File: config.mk
export PLATFORM = sky130hd
export DESIGN_NAME = acc_shift_bank
export DESIGN_NICKNAME = d
export VERILOG_FILES = /design/src/rtl/acc_shift_pkg.sv /design/src/rtl/acc_shift_core.sv /design/src/rtl/acc_bank_store.sv /design/src/rtl/acc_shift_ctrl.sv /design/src/rtl/acc_reg_decode.sv /design/src/rtl/acc_shift_bank.sv
export SDC_FILE = /design/constraint.sdc
export NUM_CORES = 1
export LEC_CHECK = 0
export BUFFER_PORTS_ARGS = -buffer_cell sky130_fd_sc_hd__buf_2
export CORE_ASPECT_RATIO = 0.75
export CORE_MARGIN = 2
export CORE_UTILIZATION = 40
export CTS_CLUSTER_DIAMETER = 200
export CTS_CLUSTER_SIZE = 10
export DETAILED_ROUTE_END_ITERATION = 6
export HOLD_SLACK_MARGIN = 0.1
export PLACE_DENSITY = 0.56
export SLEW_MARGIN = 20
export SYNTH_ARGS = -nofsm -noshare
export SYNTH_HDL_FRONTEND = slang
export SYNTH_SLANG_ARGS = --single-unit
File: constraint.sdc
create_clock -name clk -period 3.8 [get_ports clk]
set_input_delay 0 -clock clk [delete_from_list [all_inputs] [get_ports clk]]
set_output_delay 0 -clock clk [all_outputs]
set_load 0.01 [all_outputs]
File: src/rtl/acc_shift_pkg.sv
package acc_shift_pkg;
   localparam int CTRL_W    = 8;
   localparam int CARRY_BIT = 7;
   localparam int RSH_BIT   = 1;
   localparam int LSH_BIT   = 0;

   typedef enum logic [1:0] {
      OP_HOLD  = 2'd0,
      OP_RIGHT = 2'd1,
      OP_LEFT  = 2'd2
   } shift_op_e;
endpackage

File: src/rtl/acc_shift_core.sv
module acc_shift_core
   import acc_shift_pkg::*;
#(
   parameter int ACC_W       = 48,
   parameter bit ARITH_RIGHT = 1'b1
) (
   input  logic [ACC_W-1:0] acc_in,
   input  shift_op_e        op,
   output logic [ACC_W-1:0] acc_out,
   output logic             bit_out
);
   initial begin
      assert (ACC_W >= 2) else $error("acc_shift_core: ACC_W must be at least 2");
   end

   logic fill_msb;

   generate
      if (ARITH_RIGHT) begin : g_arith
         assign fill_msb = acc_in[ACC_W-1];
      end else begin : g_logical
         assign fill_msb = 1'b0;
      end
   endgenerate

   always_comb begin
      acc_out = acc_in;
      bit_out = 1'b0;
      unique case (op)
         OP_RIGHT: begin
            acc_out = {fill_msb, acc_in[ACC_W-1:1]};
            bit_out = acc_in[0];
         end
         OP_LEFT: begin
            acc_out = {acc_in[ACC_W-2:0], 1'b0};
            bit_out = acc_in[ACC_W-1];
         end
         default: begin
            acc_out = acc_in;
            bit_out = 1'b0;
         end
      endcase
   end
endmodule

File: src/rtl/acc_bank_store.sv
module acc_bank_store #(
   parameter int WORD_W    = 16,
   parameter int NUM_WORDS = 3,
   parameter int RND_WORDS = 2,
   localparam int ACC_W    = WORD_W * NUM_WORDS,
   localparam int RND_W    = WORD_W * RND_WORDS
) (
   input  logic                 clk,
   input  logic                 rst_n,
   input  logic [NUM_WORDS-1:0] acc_we,
   input  logic [RND_WORDS-1:0] rnd_we,
   input  logic [WORD_W-1:0]    wdata,
   input  logic                 shift_en,
   input  logic [ACC_W-1:0]     shift_val,
   output logic [ACC_W-1:0]     acc_q,
   output logic [RND_W-1:0]     rnd_q
);
   initial begin
      assert (NUM_WORDS >= 1) else $error("acc_bank_store: NUM_WORDS must be at least 1");
      assert (RND_WORDS >= 1) else $error("acc_bank_store: RND_WORDS must be at least 1");
   end

   generate
      for (genvar w = 0; w < NUM_WORDS; w++) begin : g_acc
         logic [WORD_W-1:0] word_q;
         always_ff @(posedge clk or negedge rst_n) begin
            if (!rst_n)
               word_q <= '0;
            else if (acc_we[w])
               word_q <= wdata;
            else if (shift_en)
               word_q <= shift_val[w*WORD_W +: WORD_W];
         end
         assign acc_q[w*WORD_W +: WORD_W] = word_q;
      end

      for (genvar r = 0; r < RND_WORDS; r++) begin : g_rnd
         logic [WORD_W-1:0] word_q;
         always_ff @(posedge clk or negedge rst_n) begin
            if (!rst_n)
               word_q <= '0;
            else if (rnd_we[r])
               word_q <= wdata;
         end
         assign rnd_q[r*WORD_W +: WORD_W] = word_q;
      end
   endgenerate

   AST_ACC_HOLD_IDLE: assert property (@(posedge clk) disable iff (!rst_n)
      (acc_we == '0 && !shift_en) |=> $stable(acc_q)) else $error("accumulator moved without write or shift");
   AST_RND_HOLD: assert property (@(posedge clk) disable iff (!rst_n)
      (rnd_we == '0) |=> $stable(rnd_q)) else $error("rounding words changed without write");
   AST_SHIFT_LOADS: assert property (@(posedge clk) disable iff (!rst_n)
      (shift_en && acc_we == '0) |=> acc_q == $past(shift_val)) else $error("shift result not stored");
endmodule

File: src/rtl/acc_shift_ctrl.sv
module acc_shift_ctrl
   import acc_shift_pkg::*;
#(
   parameter int SEL_W = 1
) (
   input  logic              clk,
   input  logic              rst_n,
   input  logic              ctrl_we,
   input  logic              sel_we,
   input  logic [CTRL_W-1:0] wdata,
   input  logic              core_bit,
   output shift_op_e         op,
   output logic              carry,
   output logic [SEL_W-1:0]  bank_sel
);
   initial begin
      assert (SEL_W >= 1 && SEL_W < CTRL_W) else $error("acc_shift_ctrl: SEL_W out of range");
   end

   logic want_r, want_l, both_cmd;
   assign want_r   = wdata[RSH_BIT];
   assign want_l   = wdata[LSH_BIT];
   assign both_cmd = want_r & want_l;

   always_ff @(posedge clk or negedge rst_n) begin
      if (!rst_n)
         op <= OP_HOLD;
      else if (ctrl_we && want_r && !want_l)
         op <= OP_RIGHT;
      else if (ctrl_we && want_l && !want_r)
         op <= OP_LEFT;
      else
         op <= OP_HOLD;
   end

   always_ff @(posedge clk or negedge rst_n) begin
      if (!rst_n)
         carry <= 1'b0;
      else if (op != OP_HOLD)
         carry <= core_bit;
      else if (ctrl_we && !both_cmd && !wdata[CARRY_BIT])
         carry <= 1'b0;
   end

   always_ff @(posedge clk or negedge rst_n) begin
      if (!rst_n)
         bank_sel <= '0;
      else if (sel_we)
         bank_sel <= wdata[SEL_W-1:0];
   end

   AST_OP_ONCE: assert property (@(posedge clk) disable iff (!rst_n)
      (op != OP_HOLD && !ctrl_we) |=> op == OP_HOLD) else $error("shift repeated");
   AST_BOTH_NO_SHIFT: assert property (@(posedge clk) disable iff (!rst_n)
      (ctrl_we && both_cmd) |=> op == OP_HOLD) else $error("both commands shifted");
   AST_BOTH_KEEP_CARRY: assert property (@(posedge clk) disable iff (!rst_n)
      (ctrl_we && both_cmd && op == OP_HOLD) |=> $stable(carry)) else $error("both commands touched carry");
   AST_CARRY_HOLD: assert property (@(posedge clk) disable iff (!rst_n)
      (op == OP_HOLD && !(ctrl_we && !wdata[CARRY_BIT])) |=> $stable(carry)) else $error("carry changed");
   AST_CARRY_CAPTURE: assert property (@(posedge clk) disable iff (!rst_n)
      (op != OP_HOLD) |=> carry == $past(core_bit)) else $error("shifted-out bit lost");
endmodule

File: src/rtl/acc_reg_decode.sv
module acc_reg_decode
   import acc_shift_pkg::*;
#(
   parameter int WORD_W    = 16,
   parameter int NUM_WORDS = 3,
   parameter int RND_WORDS = 2,
   parameter int ADDR_W    = 3,
   parameter int SEL_W     = 1,
   localparam int ACC_W    = WORD_W * NUM_WORDS,
   localparam int RND_W    = WORD_W * RND_WORDS,
   localparam int A_CTRL   = NUM_WORDS + RND_WORDS,
   localparam int A_SEL    = A_CTRL + 1
) (
   input  logic [ADDR_W-1:0]    addr,
   input  logic                 we,
   input  logic [ACC_W-1:0]     acc_act,
   input  logic [RND_W-1:0]     rnd_act,
   input  logic                 carry,
   input  logic [SEL_W-1:0]     bank_sel,
   output logic [NUM_WORDS-1:0] acc_we,
   output logic [RND_WORDS-1:0] rnd_we,
   output logic                 ctrl_we,
   output logic                 sel_we,
   output logic [WORD_W-1:0]    rdata
);
   initial begin
      assert (A_SEL < (1 << ADDR_W)) else $error("acc_reg_decode: ADDR_W too narrow for map");
      assert (WORD_W >= CTRL_W) else $error("acc_reg_decode: WORD_W narrower than control registers");
   end

   generate
      for (genvar w = 0; w < NUM_WORDS; w++) begin : g_acc_dec
         assign acc_we[w] = we && (addr == ADDR_W'(w));
      end
      for (genvar r = 0; r < RND_WORDS; r++) begin : g_rnd_dec
         assign rnd_we[r] = we && (addr == ADDR_W'(NUM_WORDS + r));
      end
   endgenerate

   assign ctrl_we = we && (addr == ADDR_W'(A_CTRL));
   assign sel_we  = we && (addr == ADDR_W'(A_SEL));

   always_comb begin
      rdata = '0;
      for (int w = 0; w < NUM_WORDS; w++)
         if (addr == ADDR_W'(w))
            rdata = acc_act[w*WORD_W +: WORD_W];
      for (int r = 0; r < RND_WORDS; r++)
         if (addr == ADDR_W'(NUM_WORDS + r))
            rdata = rnd_act[r*WORD_W +: WORD_W];
      if (addr == ADDR_W'(A_CTRL))
         rdata[CARRY_BIT] = carry;
      if (addr == ADDR_W'(A_SEL))
         rdata[SEL_W-1:0] = bank_sel;
   end
endmodule

File: src/rtl/acc_shift_bank.sv
module acc_shift_bank
   import acc_shift_pkg::*;
#(
   parameter int WORD_W      = 16,
   parameter int NUM_WORDS   = 3,
   parameter int RND_WORDS   = 2,
   parameter int NUM_BANKS   = 2,
   parameter int ADDR_W      = 3,
   parameter bit ARITH_RIGHT = 1'b1,
   localparam int ACC_W      = WORD_W * NUM_WORDS,
   localparam int RND_W      = WORD_W * RND_WORDS,
   localparam int SEL_W      = $clog2(NUM_BANKS)
) (
   input  logic              clk,
   input  logic              rst_n,
   input  logic [ADDR_W-1:0] bus_addr,
   input  logic              bus_we,
   input  logic [WORD_W-1:0] bus_wdata,
   output logic [WORD_W-1:0] bus_rdata
);
   initial begin
      assert (NUM_BANKS >= 2) else $error("acc_shift_bank: at least two banks needed");
      assert ((1 << SEL_W) == NUM_BANKS) else $error("acc_shift_bank: NUM_BANKS must be a power of two");
   end

   logic [NUM_WORDS-1:0] acc_we;
   logic [RND_WORDS-1:0] rnd_we;
   logic                 ctrl_we, sel_we;
   shift_op_e            op;
   logic                 carry, core_bit;
   logic [SEL_W-1:0]     bank_sel;
   logic [ACC_W-1:0]     acc_act, shift_val;
   logic [RND_W-1:0]     rnd_act;
   logic [ACC_W-1:0]     bank_acc [NUM_BANKS];
   logic [RND_W-1:0]     bank_rnd [NUM_BANKS];

   acc_reg_decode #(
      .WORD_W(WORD_W), .NUM_WORDS(NUM_WORDS), .RND_WORDS(RND_WORDS),
      .ADDR_W(ADDR_W), .SEL_W(SEL_W)
   ) u_decode (
      .addr(bus_addr), .we(bus_we), .acc_act(acc_act), .rnd_act(rnd_act),
      .carry(carry), .bank_sel(bank_sel), .acc_we(acc_we), .rnd_we(rnd_we),
      .ctrl_we(ctrl_we), .sel_we(sel_we), .rdata(bus_rdata)
   );

   acc_shift_ctrl #(.SEL_W(SEL_W)) u_ctrl (
      .clk(clk), .rst_n(rst_n), .ctrl_we(ctrl_we), .sel_we(sel_we),
      .wdata(bus_wdata[CTRL_W-1:0]), .core_bit(core_bit),
      .op(op), .carry(carry), .bank_sel(bank_sel)
   );

   acc_shift_core #(.ACC_W(ACC_W), .ARITH_RIGHT(ARITH_RIGHT)) u_core (
      .acc_in(acc_act), .op(op), .acc_out(shift_val), .bit_out(core_bit)
   );

   generate
      for (genvar b = 0; b < NUM_BANKS; b++) begin : g_bank
         logic here;
         assign here = (bank_sel == SEL_W'(b));
         acc_bank_store #(
            .WORD_W(WORD_W), .NUM_WORDS(NUM_WORDS), .RND_WORDS(RND_WORDS)
         ) u_store (
            .clk(clk), .rst_n(rst_n),
            .acc_we(acc_we & {NUM_WORDS{here}}),
            .rnd_we(rnd_we & {RND_WORDS{here}}),
            .wdata(bus_wdata),
            .shift_en(here && op != OP_HOLD),
            .shift_val(shift_val),
            .acc_q(bank_acc[b]),
            .rnd_q(bank_rnd[b])
         );
      end
   endgenerate

   assign acc_act = bank_acc[bank_sel];
   assign rnd_act = bank_rnd[bank_sel];

   AST_RIGHT_SIGN_KEPT: assert property (@(posedge clk) disable iff (!rst_n)
      (op == OP_RIGHT && acc_we == '0 && !sel_we) |=> acc_act[ACC_W-1] == $past(acc_act[ACC_W-1])) else $error("sign bit lost on right shift");
   AST_LEFT_ZERO_IN: assert property (@(posedge clk) disable iff (!rst_n)
      (op == OP_LEFT && acc_we == '0 && !sel_we) |=> acc_act[0] == 1'b0) else $error("left shift did not insert zero");
   AST_LEFT_CARRY: assert property (@(posedge clk) disable iff (!rst_n)
      (op == OP_LEFT) |=> carry == $past(acc_act[ACC_W-1])) else $error("left carry wrong");
endmodule

==> results of run 1 <==
## state kept, by name, indices dropped and copies added (netlist names)
| name | cells |
|---|---|
| g_bank.u_store.g_acc.word_q | 96 |
| g_bank.u_store.g_rnd.word_q | 64 |
| u_ctrl.op | 2 |
| u_ctrl.bank_sel | 1 |
| u_ctrl.carry | 1 |
## cell usage in the layout, fill, tap and decap left out, types with 3 or more instances in the layout
| master | netlist | layout |
|---|---|---|
| nand2_1 | 99 | 99 |
| mux2i_1 | 81 | 81 |
| inv_1 | 15 | 15 |
| nor2_1 | 69 | 69 |
| nor3_2 | 2 | 3 |
| a22oi_1 | 29 | 29 |
| mux2_4 | 10 | 10 |
| a222oi_1 | 5 | 5 |
| a221oi_1 | 16 | 16 |
| o22a_1 | 15 | 15 |
| a21oi_1 | 23 | 23 |
| nor2b_1 | 4 | 4 |
| nand2b_1 | 6 | 6 |
| bufinv_16 | 0 | 4 |
| dlygate4sd3_1 | 0 | 21 |
| clkbuf_16 | 0 | 17 |
| o21ai_0 | 65 | 65 |
| nand3_1 | 4 | 4 |
| o22ai_1 | 29 | 29 |
| buf_2 | 19 | 36 |
| o221ai_1 | 54 | 54 |
| dfrtp_1 | 164 | 163 |
| a211oi_1 | 5 | 5 |
| clkinvlp_4 | 0 | 4 |
| and2_1 | 16 | 16 |
| mux2_2 | 78 | 78 |
| ha_1 | 3 | 3 |
| buf_4 | 5 | 20 |
| nor3b_1 | 3 | 3 |
## metal layers
| metal | track usage | part of all wire | up-vias |
|---|---|---|---|
| li1 | - | - | 3400 |
| met4 | 0.0854 | 0.019 | 0 |
| met1 | 0.367 | 0.48 | 3818 |
| met2 | 0.345 | 0.42 | 334 |
| met3 | 0.0547 | 0.076 | 39 |
| met5 | 0.0125 | 0 | - |
## area by class of cell
type                            count  area share
Multi-Input combinational cell    644       0.448
Sequential cell                   164       0.395
Timing Repair Buffer               79      0.0550
Clock buffer                       20      0.0439
Tap cell                          294      0.0354
Clock inverter                     12      0.0171
Inverter                           15     0.00542
Antenna cell                        1    0.000241
## power groups by stage
stage               registers, mW  clock network (mW)  logic [mW]
floorplan                    2.62                   0        1.69
finish                       2.76                1.90        2.20
CTS                          2.76                1.92        2.19
global placement             2.78                   0        2.14
global route                 2.83                2.00        2.42
detailed placement           2.78                   0        2.17
## worst reg2reg max path, stage by stage, from the launching register on
cell      delay [ns]
dfrtp_4         1.02
nor2_1          0.27
nand3_1         0.52
nand2_1         0.44
o221ai_1        0.32
## cells in the mapped netlist, drive strengths merged (15+ instances only)
| library cell | n | area share |
|---|---|---|
| a21oi | 23 | 0.013 |
| a221oi | 16 | 0.015 |
| a22oi | 29 | 0.024 |
| and2 | 17 | 0.012 |
| buf | 31 | 0.021 |
| clkbuf | 53 | 0.022 |
| dfrtp | 164 | 0.45 |
| inv | 15 | 0.0061 |
| mux2 | 88 | 0.11 |
| mux2i | 81 | 0.088 |
| nand2 | 99 | 0.040 |
| nor2 | 70 | 0.029 |
| o21ai | 66 | 0.036 |
| o221ai | 54 | 0.052 |
| o22a | 15 | 0.014 |
| o22ai | 29 | 0.020 |
## path summary, 6_finish.rpt
kind / from / endpoint / slack (ns) / depth (start not counted)
worst max-delay path: bus_addr[0] / bus_rdata[7] / 0.71 / 7
worst max register to register: u_ctrl.bank_sel$_DFFE_PN0P_ / g_bank[0].u_store.g_acc[0].word_q[2]$_DFFE_PN0P_ / 1.13 / 4
min in group clk: bus_addr[1] / u_ctrl.op[0]$_DFF_PN0_ / 0.42 / 3
max in group asynchronous: rst_n / g_bank[1].u_store.g_rnd[1].word_q[15]$_DFFE_PN0P_ / 2.69 / 3
worst min-delay path: rst_n / g_bank[1].u_store.g_acc[0].word_q[13]$_DFFE_PN0P_ / 0.23 / 2
worst min register to register: g_bank[1].u_store.g_acc[1].word_q[7]$_DFFE_PN0P_ / g_bank[1].u_store.g_acc[1].word_q[7]$_DFFE_PN0P_ / 0.50 / 2
## cell families (layout without fill, tap and decap cells)
family,count (synthesis),after routing
and+or+nand+nor,218,218
muxes,169,169
other,0,1
DFF,164,164
AOI/OAI and AO/OA,254,254
adders and majority gates,3,3
buffers and inverters,99,126
## per-stage QoR
step | instance area [um^2] | utilization | hold slack, ns | power [mW]
floorplan | 9180 | - | -0.296 | 4.32
global placement | 9550 | 0.428 | 0.174 | 4.92
detailed placement | 9550 | 0.428 | 0.180 | 4.95
CTS | 10400 | 0.466 | 0.275 | 6.87
global route | 10400 | 0.466 | 0.329 | 7.25
finish | 10400 | 0.466 | 0.228 | 6.86
## what timing repair did
item / in CTS / in global routing
endpoints found under the hold margin: 254 / 0
hold buffers: 21 / 0
setup endpoints to repair: 0 / 0
==> results.sh, run 1 <==
export IMPL_die_area_um2=24200
export IMPL_vias=7591
export IMPL_via_per_inst=6.18
export IMPL_syn_avg_cell_area_um2=10.1
export IMPL_syn_cell_area_um2=9180
export IMPL_gp_congestion=0.851
export IMPL_syn_inst=907
export IMPL_crit_top_cell="buf_2"
export IMPL_path_clk_slew_ns=0.06
export IMPL_synth_top_family_by_area="multiplexers"
export IMPL_drc_errors=1
export IMPL_ant_nets=0
export IMPL_ys_flop_type="dfrtp_1"
export IMPL_pwr_share_seq=0.402
export IMPL_register_area_um2=4110
export IMPL_setup_viol=0
export IMPL_post_drt_wl_per_cell_um=23.2
export IMPL_yosysWarnings=0
export IMPL_maxSlewViolCount=0
export IMPL_place_hpwl_mm=18.6
export IMPL_layout_area_overhead_vs_synth_pct=13.2
export IMPL_coreArea_um2=22300
export IMPL_row_count=47
export IMPL_critPathMaxFanout=18
export IMPL_drive_above_1_share=0.201
export IMPL_ioPinCount=38
export IMPL_first_iter_violations=901
export IMPL_cts_max_level=4
export IMPL_leakagePower_nw=4.43
export IMPL_cellPowerDensity_nw_per_um2=660
export IMPL_synth_edff_count=0
export IMPL_crit_path_end_kind="output pin"
export IMPL_clkPwrFrac=0.277
export IMPL_swShare=0.339
export IMPL_grt_usage=0.245
export IMPL_p_int_mw=4.54
export IMPL_tritoncts="yes"
export IMPL_arrival_ns=3.09
export IMPL_antenna_found_initial=1
export IMPL_ys_ff_latch=164
export IMPL_grt_start_max_net_pins=96
export IMPL_cpPeakStageDelay_ns=0.71
export IMPL_setup_ws_ns=0.710
export IMPL_min_path_type="input port to asynchronous set/reset pin"
export IMPL_violations="design-rule violations"
export IMPL_syn_num_nets=932
export IMPL_p_sw_mw=2.32
export IMPL_dieHeight_um=135
export IMPL_p_comb_frac=0.321
export IMPL_synthSimpleGateAreaFrac=0.106
export IMPL_synthAdderAreaFrac=0.00409
export IMPL_numCtsBuffers=17
export IMPL_clk_path_buf_depth=2
export IMPL_multiInputGateArea_um2=4650
export IMPL_worst_ep_required_time_ns=3.80
export IMPL_drt_total_wl_mm=28.5
export IMPL_port_buffers=37
export IMPL_synth_distinct_cells=52
export IMPL_clk_insertion_delay_late_ns=0.45
export IMPL_slew_headroom=0.334
export IMPL_initial_utilization=0.412
export IMPL_nets=946
export IMPL_first_pass_iters=7
export IMPL_grt_pass1_vias=7275
export IMPL_grt_remaining_overflow=0
export IMPL_grt_pass1_wl_mm=44.3
export IMPL_stdcell_count=1229
export IMPL_dp_cells=1175
export IMPL_hold_viol_final=0
export IMPL_critPathBufInv=3
export IMPL_layout_min_cycle_time_ns=3.09
export IMPL_clockRootBuffer="clkbuf_16"
export IMPL_fmaxAchievable_ghz=0.324
export IMPL_clock_skew_final_ns=0.0129
export IMPL_rsz0062_at_grt="false"
export IMPL_cp_start_kind="input port"
export IMPL_synthMuxAreaShare=0.200
export IMPL_pre_cts_slack_ns=1.17
export IMPL_synth_async_reset_ratio=1.00
export IMPL_clock_sinks=164
export IMPL_cts_setup_buffers=0
export IMPL_fillers=2112
export IMPL_timing_final_crit_share=0.813
export IMPL_crit_family="simple AND/OR/NAND/NOR gates"
export IMPL_cp_slowest_cell="nand2_1"
export IMPL_worstPathCellList="dlygate4sd3_1 -> buf_2 -> nor2b_1 -> nand2_1 -> o22ai_1 -> a2bb2oi_1 -> buf_2"
export IMPL_crit_type="input port to output pin"
export IMPL_cap_viol_max_count=0
export IMPL_synth_compound_area_frac=0.193
export IMPL_ir_drop_v=0.000386
export IMPL_max_slew_worst_pin_slew_ns=0.999
export IMPL_fin_setup_tns_ns=0
export IMPL_ys_seq_area_frac=0.447
export IMPL_cts_resized=0
export IMPL_status="finished with violations"
export IMPL_chipWidth_um=179
export IMPL_synth_xor_area_frac=0
Power figures use the tool's default switching activity.
==> inputs of run 2 (changes only) <==
Clock period 3.8 ns to 3.1 ns, I/O delays scaled along.
==> results.sh, run 2 (synthesized netlist as in run 1, its figures left out) <==
export IMPL_status="completed"
export IMPL_rsz0062_at_grt="false"
export IMPL_chipWidth_um=179
export IMPL_clkPwrFrac=0.274
export IMPL_clock_sinks=164
export IMPL_first_iter_violations=673
export IMPL_critPathBufInv=2
export IMPL_coreArea_um2=22300
export IMPL_gp_congestion=0.842
export IMPL_diodes=0
export IMPL_worstPathCellList="buf_4 -> mux2i_1 -> mux2_2 -> o221ai_1 -> buf_2"
export IMPL_place_hpwl_mm=19.3
export IMPL_p_comb_frac=0.329
export IMPL_timing_final_crit_share=0.908
export IMPL_drc_errors=0
export IMPL_slew_headroom=0.458
export IMPL_clk_insertion_delay_late_ns=0.44
export IMPL_fmaxAchievable_ghz=0.355
export IMPL_first_pass_iters=5
export IMPL_path_clk_slew_ns=0.06
export IMPL_largest_register="g_bank.u_store.g_acc.word_q"
export IMPL_cp_start_kind="flip-flop"
export IMPL_dieHeight_um=135
export IMPL_crit_type="flip-flop to output pin"
export IMPL_tritoncts="yes"
export IMPL_grt_pass1_wl_mm=45.0
export IMPL_hold_viol_final=0
export IMPL_layout_area_overhead_vs_synth_pct=14.7
export IMPL_ir_drop_v=0.000432
export IMPL_max_slew_worst_pin_slew_ns=0.810
export IMPL_drt_total_wl_mm=28.6
export IMPL_leakagePower_nw=4.51
export IMPL_clock_skew_final_ns=0.0120
export IMPL_crit_family="multiplexers"
export IMPL_via_per_inst=6.12
export IMPL_critPathMaxFanout=30
export IMPL_numCtsBuffers=17
export IMPL_grt_start_max_net_pins=75
export IMPL_grt_pass1_vias=7512
export IMPL_initial_utilization=0.412
export IMPL_ant_nets=0
export IMPL_reg_top3="g_bank.u_store.g_acc.word_q: 96 flops, g_bank.u_store.g_rnd.word_q: 64 flops, u_ctrl.op: 2 flops"
export IMPL_post_drt_wl_per_cell_um=23.0
export IMPL_min_path_type="input port to flip-flop"
export IMPL_cts_max_level=4
export IMPL_p_sw_mw=2.82
export IMPL_grt_remaining_overflow=0
export IMPL_arrival_ns=2.82
export IMPL_worst_ep_required_time_ns=3.10
export IMPL_antenna_found_initial=0
export IMPL_layout_common_cells="163 x dfrtp_1, 99 x nand2_1, 81 x mux2i_1"
export IMPL_total_power_mw=8.44
export IMPL_nets=961
export IMPL_crit_path_end_kind="output pin"
export IMPL_cap_viol_max_count=0
export IMPL_final_common_cell="dfrtp_1"
export IMPL_cellPowerDensity_nw_per_um2=802
export IMPL_row_count=47
export IMPL_largest_register_ffs=96
export IMPL_clockRootBuffer="clkbuf_16"
export IMPL_ioPinCount=38
export IMPL_cpPeakStageDelay_ns=0.78
export IMPL_vias=7604
export IMPL_drive_above_1_share=0.214
export IMPL_clk_path_buf_depth=2
export IMPL_fin_setup_tns_ns=0
export IMPL_setup_viol=0
export IMPL_grt_usage=0.248
export IMPL_port_buffers=37
export IMPL_die_area_um2=24200
export IMPL_cts_resized=0
export IMPL_swShare=0.334
export IMPL_pwr_share_seq=0.396
export IMPL_cp_slowest_cell="dfrtp_4"
export IMPL_layout_min_cycle_time_ns=2.82
export IMPL_p_int_mw=5.62
export IMPL_maxSlewViolCount=0
==> run 2: changes by cell type in the layout (fill, tap and decap cells not counted), sizes merged <==
cell | before | now
clkinv | 3 | 2
dlygate4sd3 | 21 | 20
inv | 16 | 18
clkbuf | 20 | 22
diode | 1 | 0
clkinvlp | 4 | 1
buf | 58 | 74
==> run 2: worst reg2reg max path, cell delays in order (launching register included) <==
cell and delay, ns:
dfrtp_4 0.78, buf_4 0.39, mux2i_1 0.52, nor2_1 0.08, a211oi_1 0.39, o221ai_1 0.16
==> run 2: area by class of cell <==
cell class / count / area (um^2)
clock buffer: 22 / 474
clock inverter: 10 / 168
fill: 2109 / 11800
inverter: 15 / 56.3
multi-input combinational: 644 / 4660
sequential: 164 / 4110
tap: 294 / 368
timing repair buffer: 94 / 694
==> run 2: final timing paths <==
| path | from | end | slack (ns) | cells after the start |
|---|---|---|---|---|
| max in group asynchronous | rst_n | g_bank[1].u_store.g_acc[1].word_q[1]$_DFFE_PN0P_ | 2.10 | 3 |
| max reg2reg | u_ctrl.bank_sel$_DFFE_PN0P_ | g_bank[0].u_store.g_acc[2].word_q[13]$_DFFE_PN0P_ | 0.64 | 5 |
| min reg2reg | g_bank[0].u_store.g_rnd[0].word_q[13]$_DFFE_PN0P_ | g_bank[0].u_store.g_rnd[0].word_q[13]$_DFFE_PN0P_ | 0.51 | 1 |
| max | u_ctrl.bank_sel$_DFFE_PN0P_ | bus_rdata[15] | 0.28 | 5 |
| min in group asynchronous | rst_n | g_bank[0].u_store.g_acc[0].word_q[9]$_DFFE_PN0P_ | 0.18 | 2 |
| min | bus_addr[0] | u_ctrl.op[0]$_DFF_PN0_ | 0.15 | 3 |
==> run 2: metal layers <==
layer	routed length [um]	up-vias	global-route usage
li1	-	3433	-
met1	14000	3841	0.376
met2	12300	316	0.361
met3	2050	14	0.0527
met4	235	0	0.0519
met5	0	-	0
==> run 2: metrics by stage <==
stage / util / cell area, um^2 / cells / hold WS, ns / setup slack [ns]
after global placement: 0.434 / 9680 / 1191 / 0.0937 / 0.749
after CTS: 0.472 / 10500 / 1243 / 0.105 / 0.340
after global routing: 0.472 / 10500 / 1243 / 0.149 / 0.254
after detailed placement: 0.435 / 9690 / 1191 / 0.0906 / 0.725
after floorplan: - / 9180 / 907 / -0.296 / 1.23
final: 0.472 / 10500 / 1243 / 0.147 / 0.284
==> run 2: power groups by stage <==
stage	combinational (mW)	clock, mW	sequential (mW)
global route	3.05	2.45	3.45
detailed placement	2.73	0	3.37
floorplan	2.08	0	3.21
global placement	2.71	0	3.36
finish	2.78	2.32	3.34
CTS	2.76	2.35	3.34
==> run 2: what timing repair did <==
action | CTS | global route
hold buffers | 20 | 0
buffers inserted | 0 | 0
hold endpoints to repair | 231 | 0
